<file path="src/rtl/tmr_vote_pkg.sv">
package tmr_vote_pkg;

    // Number of redundant converter channels being voted.
    localparam int N_CH = 3;

    // Outcome of the most recent voted sample.
    typedef enum logic [1:0] {
        ST_IDLE      = 2'd0,
        ST_UNANIMOUS = 2'd1,
        ST_MASKED    = 2'd2,
        ST_SAFE      = 2'd3
    } vote_state_e;

endpackage

</file>
<file path="src/rtl/tmr_word_compare.sv">
// Combinational whole-word comparison of the three channels.
// Pair p compares channel p with channel (p+1) mod N_CH.
module tmr_word_compare
    import tmr_vote_pkg::*;
#(
    parameter int DATA_W = 12
) (
    input  logic [N_CH-1:0][DATA_W-1:0] ch_words,
    input  logic [DATA_W-1:0]           safe_word,
    output logic [DATA_W-1:0]           pick_word,
    output logic [N_CH-1:0]             odd_mask,
    output logic                        all_agree,
    output logic                        none_agree
);

    logic [N_CH-1:0] pair_eq;

    // Exact equality per ring-ordered pair.
    for (genvar p = 0; p < N_CH; p++) begin : g_pair
        assign pair_eq[p] = (ch_words[p] == ch_words[(p + 1) % N_CH]);
    end

    // Channel i is odd when the other two agree and it differs from them.
    // The pair that excludes channel i is pair (i+1).
    for (genvar i = 0; i < N_CH; i++) begin : g_odd
        assign odd_mask[i] = pair_eq[(i + 1) % N_CH] & ~pair_eq[i];
    end

    assign all_agree  = &pair_eq;
    assign none_agree = ~|pair_eq;

    // Channel 0 is part of pairs 0 and 2; if neither matches, pair 1 is
    // the only possible majority.
    always_comb begin
        if (pair_eq[0] || pair_eq[N_CH-1]) begin
            pick_word = ch_words[0];
        end else if (pair_eq[1]) begin
            pick_word = ch_words[1];
        end else begin
            pick_word = safe_word;
        end
    end

endmodule

</file>
<file path="src/rtl/tmr_miss_counter.sv">
// Saturating count of how often one channel was outvoted.
module tmr_miss_counter #(
    parameter int CNT_W = 8
) (
    input  logic             clk,
    input  logic             rst_n,
    input  logic             clr,
    input  logic             bump,
    output logic [CNT_W-1:0] count
);

    localparam logic [CNT_W-1:0] CNT_MAX = {CNT_W{1'b1}};

    always_ff @(posedge clk) begin
        if (!rst_n) begin
            count <= '0;
        end else if (clr) begin
            count <= '0;
        end else if (bump && (count != CNT_MAX)) begin
            count <= count + 1'b1;
        end
    end

endmodule

</file>
<file path="src/rtl/tmr_word_voter.sv">
// Triple-channel whole-word majority voter with safe-value fallback.
module tmr_word_voter
    import tmr_vote_pkg::*;
#(
    parameter int DATA_W = 12,
    parameter int CNT_W  = 8
) (
    input  logic                  clk,
    input  logic                  rst_n,
    input  logic                  sample_vld,
    input  logic [DATA_W-1:0]     ch0_word,
    input  logic [DATA_W-1:0]     ch1_word,
    input  logic [DATA_W-1:0]     ch2_word,
    input  logic [DATA_W-1:0]     safe_word,
    input  logic                  clr_counts,
    output logic [DATA_W-1:0]     vote_word,
    output logic                  vote_valid,
    output logic [2:0]            outvoted,
    output logic                  no_majority,
    output logic [3*CNT_W-1:0]    miss_count
);

    localparam int CNT_BUS_W = N_CH * CNT_W;

    logic [N_CH-1:0][DATA_W-1:0] ch_words;
    logic [DATA_W-1:0]           pick_word;
    logic [N_CH-1:0]             odd_mask;
    logic                        all_agree;
    logic                        none_agree;
    logic [CNT_BUS_W-1:0]        cnt_bus;

    vote_state_e state_q;
    vote_state_e state_d;

    assign ch_words = {ch2_word, ch1_word, ch0_word};

    tmr_word_compare #(
        .DATA_W (DATA_W)
    ) u_compare (
        .ch_words   (ch_words),
        .safe_word  (safe_word),
        .pick_word  (pick_word),
        .odd_mask   (odd_mask),
        .all_agree  (all_agree),
        .none_agree (none_agree)
    );

    // Next outcome state: moves only on a strobe.
    always_comb begin
        state_d = state_q;
        if (sample_vld) begin
            unique case ({all_agree, |odd_mask, none_agree})
                3'b100:  state_d = ST_UNANIMOUS;
                3'b010:  state_d = ST_MASKED;
                3'b001:  state_d = ST_SAFE;
                default: state_d = ST_SAFE;
            endcase
        end
    end

    // State register.
    always_ff @(posedge clk) begin
        if (!rst_n) begin
            state_q <= ST_IDLE;
        end else begin
            state_q <= state_d;
        end
    end

    // Output registers: load on a strobe, hold otherwise.
    always_ff @(posedge clk) begin
        if (!rst_n) begin
            vote_word  <= '0;
            vote_valid <= 1'b0;
            outvoted   <= '0;
        end else begin
            vote_valid <= sample_vld;
            if (sample_vld) begin
                vote_word <= pick_word;
                outvoted  <= odd_mask;
            end
        end
    end

    assign no_majority = (state_q == ST_SAFE);

    // One saturating counter per channel.
    for (genvar i = 0; i < N_CH; i++) begin : g_cnt
        tmr_miss_counter #(
            .CNT_W (CNT_W)
        ) u_cnt (
            .clk   (clk),
            .rst_n (rst_n),
            .clr   (clr_counts),
            .bump  (sample_vld & odd_mask[i]),
            .count (cnt_bus[i*CNT_W +: CNT_W])
        );
    end

    assign miss_count = cnt_bus;

endmodule

</file>
<file path="config.mk">
export PLATFORM = sky130hd
export DESIGN_NAME = tmr_word_voter
export DESIGN_NICKNAME = d
export VERILOG_FILES = /design/src/rtl/tmr_vote_pkg.sv /design/src/rtl/tmr_word_compare.sv /design/src/rtl/tmr_miss_counter.sv /design/src/rtl/tmr_word_voter.sv
export SDC_FILE = /design/constraint.sdc
export NUM_CORES = 1
export LEC_CHECK = 0
export CORE_MARGIN = 10
export CORE_UTILIZATION = 30
export DETAILED_ROUTE_END_ITERATION = 8
export HOLD_SLACK_MARGIN = 0.1
export REMOVE_ABC_BUFFERS = 1
export SKIP_CTS_REPAIR_TIMING = 1
export SLEW_MARGIN = 10
export SYNTH_ARGS = -nofsm -noshare
export SYNTH_HDL_FRONTEND = slang
export SYNTH_SLANG_ARGS = --single-unit
</file>
<file path="constraint.sdc">
create_clock -name clk -period 5.3 [get_ports clk]
set_input_delay 1.325 -clock clk [delete_from_list [all_inputs] [get_ports clk]]
set_output_delay 1.325 -clock clk [all_outputs]
set_load 0.005 [all_outputs]
</file>
# [Word level (Yosys, flattened, before mapping)]
# Cells that the tools add are included.
[totals] input_bits=52 out_inout_bits=41 ff_bits=42
[classes] n_bitwise=10 n_reduce_logical=9 n_eq_ne=9 n_mux=3 add_sub_neg=3
[ops] cell="12-bit equality test" n=3
[ops] cell="8-bit by 1-bit adder with 8-bit output, second input constant" n=3
[ops] cell="12-bit two-way mux" n=2
[ops] cell="8-bit inequality test, second input constant" n=3
[ops] cell="1-bit bitwise AND" n=6
[ops] cell="3-bit OR reduction" n=2
[ops] cell="1-bit inverter" n=4
[ops] cell="2-bit case mux with 2 select lines" n=1
[ops] cell="3-bit by 2-bit equality test with 1-bit output, second input constant" n=1
[ops] cell="3-bit equality test, second input constant" n=1
[ops] cell="1-bit logical AND" n=3
[ops] cell="3-bit AND reduction" n=1
[ops] cell="2-bit equality test, second input constant" n=1
[ops] cell="2-bit OR reduction" n=1
[ops] cell="1-bit zero test" n=1
[ops] cell="1-bit logical OR" n=1

# [Longest topological paths before layout]
[logic_depth] depth_word=6 mapped_depth=8 mapped_depth_nobuf=7

# [Cells and area by module]
# Synthesis repeated with hierarchy kept, for this count alone.
[unflattened] cells_unflattened=294 hier_area_um2=2651.3
[modules_own_cells] module="tmr_miss_counter" seq_area_each_um2=160.2 cells_each=46 n_inst=3 area_each_um2=421.7
[modules_own_cells] module="tmr_word_compare" seq_area_each_um2=0.0 cells_each=94 n_inst=1 area_each_um2=700.7
[modules_own_cells] module="tmr_word_voter" seq_area_each_um2=360.3 cells_each=62 n_inst=1 area_each_um2=685.7

# [Worst setup path after synthesis]
# No wires, ideal clock.
[synth_path] path_kind="input -> register" startpoint="in ch1_word[7]" endpoint="reg g_cnt[0].u_cnt.count[2]" cell_stages=7 arrival_time_ps=2567 required_ps=5172 n_path_buf=1 setup_slack_ps=2605 cell_sequence="xor2_1 nor4_1 nand3_1 buf_2 nor4b_2 xnor2_1 nor2_1"
[synth_between] elab_chain_len=5 elab_cells_between_ends=6 cone_classes="eq/ne (2); bitwise (3); reduce/logical (1)"
[synth_lines] element="from (decl)" line_no="tmr_word_voter.sv:12" source="input logic [DATA_W-1:0] ch1_word,"
[synth_lines] element="12-bit equality test" line_no="tmr_word_compare.sv:20" source="assign pair_eq[p] = (ch_words[p] == ch_words[(p + 1) % N_CH]);"
[synth_lines] element="1-bit inverter" line_no="tmr_word_compare.sv:26" source="assign odd_mask[i] = pair_eq[(i + 1) % N_CH] & ~pair_eq[i];"
[synth_lines] element="1-bit bitwise AND *" line_no="tmr_word_compare.sv:26"
[synth_lines] element="1-bit bitwise AND *" line_no="tmr_word_voter.sv:95" source=".bump (sample_vld & odd_mask[i]),"
[synth_lines] element="1-bit logical AND *" line_no="tmr_miss_counter.sv:19" source="end else if (bump && (count != CNT_MAX)) begin"
[synth_lines] element="to (signal assigned)" line_no="tmr_miss_counter.sv:20" source="count <= count + 1'b1;"
[synth_lines] element="to (decl)" line_no="tmr_miss_counter.sv:9" source="output logic [CNT_W-1:0] count"
# Mark *: on every way between the ends. The rest lies on a longest branch, timed or not.
# A chain may end at the register's enable or synchronous reset.

# [Worst setup path in the final report]
[layout_path] startpoint="in ch0_word[8]" endpoint="reg g_cnt[2].u_cnt.count[7]"
[layout_between] elab_chain_len=5 elab_cells_between_ends=6 cone_classes="eq/ne (2); bitwise (3); reduce/logical (1)"
[layout_lines] element="from (decl)" line_no="tmr_word_voter.sv:11" source="input logic [DATA_W-1:0] ch0_word,"
[layout_lines] element="12-bit equality test" line_no="tmr_word_compare.sv:20"
[layout_lines] element="1-bit inverter" line_no="tmr_word_compare.sv:26"
[layout_lines] element="1-bit bitwise AND *" line_no="tmr_word_compare.sv:26"
[layout_lines] element="1-bit bitwise AND *" line_no="tmr_word_voter.sv:95"
[layout_lines] element="1-bit logical AND *" line_no="tmr_miss_counter.sv:19"
[layout_lines] element="to (signal assigned)" line_no="tmr_miss_counter.sv:20"
[layout_lines] element="to (decl)" line_no="tmr_miss_counter.sv:9"
# Marked as above.

==> reports/qor.json <==
{
  "outcome": "finished clean",
  "fin_skew_ns": 0.0129,
  "timing.critical_path.buf_inv": 2,
  "ratio_of_cells_with_drive_above_1_in_the_final_layout": 0.0515,
  "crit-reg2reg-capture": "g_cnt[2].u_cnt.count[7]",
  "port_bufs": 92,
  "antennaDiodeCount": 0,
  "cts_max_path_buffers": 2,
  "hp-start": "vote_word[11]",
  "setup_repair_after_global_routing_missed_its_margin": "no",
  "nets": 423,
  "crit_path_top_delay_cell": "sky130_fd_sc_hd__or4_1",
  "place.gp.congestion": 0.894,
  "tritoncts_clock_tree": "yes",
  "grt_antenna_before_repair": 0,
  "timing.critical_path.from_type": "input pin",
  "longest_individual_stage_delay_on_the_worst_path_ns": 0.62,
  "worstMarginPinSlew_ns": 0.922,
  "worstPathCellList": "clkdlybuf4s50_1, xnor2_1, nand4_1, nor3_1, buf_4, nand4b_1, or4_1, a21oi_1",
  "ys_seq_area_frac": 0.353,
  "pin_count_of_the_biggest_net_entering_global_routing": 22,
  "comb_power_share": 0.164,
  "die-area_um2": 11900,
  "drcViolationCount": 0,
  "max-slew-margin-rel": 0.384,
  "min_delay_worst_endpoint": "vote_word[11]",
  "drt_iter0_drc": 56,
  "clock_tree_sinks": 42,
  "cp-startpoint": "ch0_word[8]",
  "finalHoldViolCount": 0,
  "worstPathArrival_ns": 3.81,
  "num_vias": 2285,
  "place_hpwl_mm": 5.84,
  "clockRootBuffer": "sky130_fd_sc_hd__clkbuf_8",
  "switching_power_mw": 0.167,
  "final_total_negative_setup_slack_ns": 0,
  "clockPowerShare": 0.369,
  "synth_area_leaders": "sky130_fd_sc_hd__dfxtp_1 (35%), sky130_fd_sc_hd__xnor2_1 (11%), sky130_fd_sc_hd__mux2i_1 (6.3%), sky130_fd_sc_hd__xor2_1 (5.2%), sky130_fd_sc_hd__o221ai_1 (4.4%)",
  "first_global_vias": 2305,
  "r2r-start": "g_cnt[2].u_cnt.count[0]",
  "worst-r2r-setup-slack_ns": 3.28,
  "synth.top_cells.by_count": "sky130_fd_sc_hd__dfxtp_1 (42), sky130_fd_sc_hd__xnor2_1 (29), sky130_fd_sc_hd__nand2_1 (24)",
  "timing.max_cap.violations": 0,
  "final_max_slew_viol_count": 0,
  "cts-htree-levels": 2,
  "synth-seq-cells": 42,
  "whs_path_depth": 2,
  "rows": 32,
  "cp_top_delay_family": "simple AND/OR/NAND/NOR gates",
  "synthesized_netlist_cell_count": 277,
  "timing.hold.worst.class": "reg2reg",
  "yosys_warnings": 0,
  "critical_path.endpoint_type": "flop",
  "crit_path_max_fanout": 14,
  "route.antenna.remaining_nets": 0,
  "portion_of_total_power_attributed_to_sequential_cells": 0.467,
  "p_per_area_nw_per_um2": 199,
  "switching_share": 0.240,
  "fp.dieW_um": 109,
  "power.static_leakage_nw": 1.28,
  "synth_area_per_cell_um2": 8.59,
  "drt_pass1_iterations": 4,
  "synth_top_cell_area_share": 0.353,
  "layout_min_cycle_time_ns": 3.58,
  "fmax_mhz": 279,
  "avgRoutedWirePerCell_um": 15.3,
  "routed_via_density": 4.85,
  "final_cells": 471,
  "cts.reportedPaths.clkPinSlew_ns": 0.09,
  "grt.total_usage": 0.122,
  "critPathKind": "in2reg",
  "pre_cts_ws_ns": 1.39,
  "fp.dieH_um": 109,
  "floorplan.initialDensity": 0.308,
  "core_area_um2": 7730,
  "dpl.cell_count": 463,
  "grt_pass1_wl_mm": 11.7,
  "globalRouteOverflowTotal": 0,
  "synth.most_common_cell": "sky130_fd_sc_hd__dfxtp_1",
  "cellInternalPower_mw": 0.530,
  "synth_cell_type_count": 36,
  "r2r_cells": 5,
  "clock_latency_ns": 0.30,
  "synth-edff-count": 0,
  "post_synth_instance_area_um2": 2380,
  "area.growth.synth_to_final_pct": 47.7,
  "postRouteWirelength_mm": 7.21,
  "io_pins": 93,
  "final-setup-viol-count": 0,
  "tritoncts.num_buffers": 5,
  "synthFlopType": "sky130_fd_sc_hd__dfxtp_1",
  "worst_slack_ns": 1.72,
  "crit_required_ns": 5.52,
  "async_reset_ff_frac": 0,
  "layout_worst_path_cycle_share": 0.676,
  "worst_ir_drop_vdd_mv": 0.101,
  "synth_top_cell_by_area": "sky130_fd_sc_hd__dfxtp_1"
}
registers in the layout, indices dropped and copies added (netlist names):
name,cells
outvoted,3
vote_valid,1
state_q,2
vote_word,12
g_cnt.u_cnt.count,24
power by group through the flow:
| stage | combinational (mW) | sequential [mW] | clock [mW] |
|---|---|---|---|
| after CTS | 0.116 | 0.325 | 0.268 |
| after detailed placement | 0.116 | 0.333 | 0 |
| after global routing | 0.125 | 0.326 | 0.281 |
| final | 0.114 | 0.325 | 0.257 |
| after floorplan | 0.0417 | 0.333 | 0 |
| after global placement | 0.116 | 0.332 | 0 |
layer usage:
layer | GRT usage | up-vias | routed length [um] | part of all wire
met5 | 0 | - | 0 | 0
met4 | 0.0226 | 0 | 63 | 0.0087
met3 | 0.0678 | 6 | 864 | 0.12
met2 | 0.194 | 91 | 3180 | 0.44
met1 | 0.141 | 1025 | 3090 | 0.43
li1 | - | 1163 | - | -
cell type report:
type                            instances  area, um2
Clock buffer                            6       72.6
Timing Repair Buffer                   95        943
Clock inverter                          2       37.5
Inverter                               16       60.1
Sequential cell                        42        841
Tap cell                              102        128
Multi-Input combinational cell        208       1430
Fill cell                             797       4220
how the worst max path moves through the flow:
stage / endpoint / cells after the start / slack, ns
4_1_cts: g_cnt[2].u_cnt.count[7] / 8 / 1.69
3_3_place_gp: g_cnt[0].u_cnt.count[5] / 7 / 1.41
2_1_floorplan: g_cnt[2].u_cnt.count[5] / 6 / 1.55
6_report: g_cnt[2].u_cnt.count[7] / 8 / 1.72
5_1_grt: g_cnt[2].u_cnt.count[7] / 8 / 1.43
3_5_place_dp: g_cnt[2].u_cnt.count[5] / 8 / 1.39
placed cells by master (no fill, tap or decap), types with 5 or more instances in the layout:
| master | Yosys | final |
|---|---|---|
| sky130_fd_sc_hd__a21oi_1 | 14 | 14 |
| sky130_fd_sc_hd__clkbuf_8 | 0 | 5 |
| sky130_fd_sc_hd__clkdlybuf4s50_1 | 0 | 92 |
| sky130_fd_sc_hd__dfxtp_1 | 42 | 42 |
| sky130_fd_sc_hd__inv_1 | 16 | 16 |
| sky130_fd_sc_hd__mux2i_1 | 15 | 15 |
| sky130_fd_sc_hd__nand2_1 | 24 | 24 |
| sky130_fd_sc_hd__nand3_1 | 14 | 14 |
| sky130_fd_sc_hd__nand4_1 | 9 | 9 |
| sky130_fd_sc_hd__nor2_1 | 13 | 13 |
| sky130_fd_sc_hd__nor2b_1 | 6 | 6 |
| sky130_fd_sc_hd__o21ai_0 | 12 | 12 |
| sky130_fd_sc_hd__o221ai_1 | 12 | 12 |
| sky130_fd_sc_hd__or3_1 | 8 | 8 |
| sky130_fd_sc_hd__xnor2_1 | 29 | 29 |
| sky130_fd_sc_hd__xor2_1 | 14 | 14 |
through the flow:
stage	total power [mW]	hold slack (ns)	util	instance area, um2
floorplan	0.375	0.457	-	2330
global placement	0.448	0.446	0.440	3400
detailed placement	0.448	0.449	0.440	3400
CTS	0.710	0.470	0.455	3510
global route	0.732	0.494	0.455	3510
finish	0.697	0.463	0.455	3510
tightest hold or removal path: stages, from the launching register on:
cell,delay [ns]
sky130_fd_sc_hd__dfxtp_1,0.33
sky130_fd_sc_hd__nand2_1,0.05
sky130_fd_sc_hd__o221ai_1,0.05
logic make-up (layout without fill, tap and decap cells):
family,count (synthesis),in the layout,share of synthesized area
mux,15,15,0.0631
buf+inv,27,119,0.0452
fa+ha+maj,3,3,0.0158
compound gates,48,48,0.130
simple gates,99,99,0.234
xor+xnor,43,43,0.158
flops,42,42,0.353
Power figures use the tool's default switching activity.
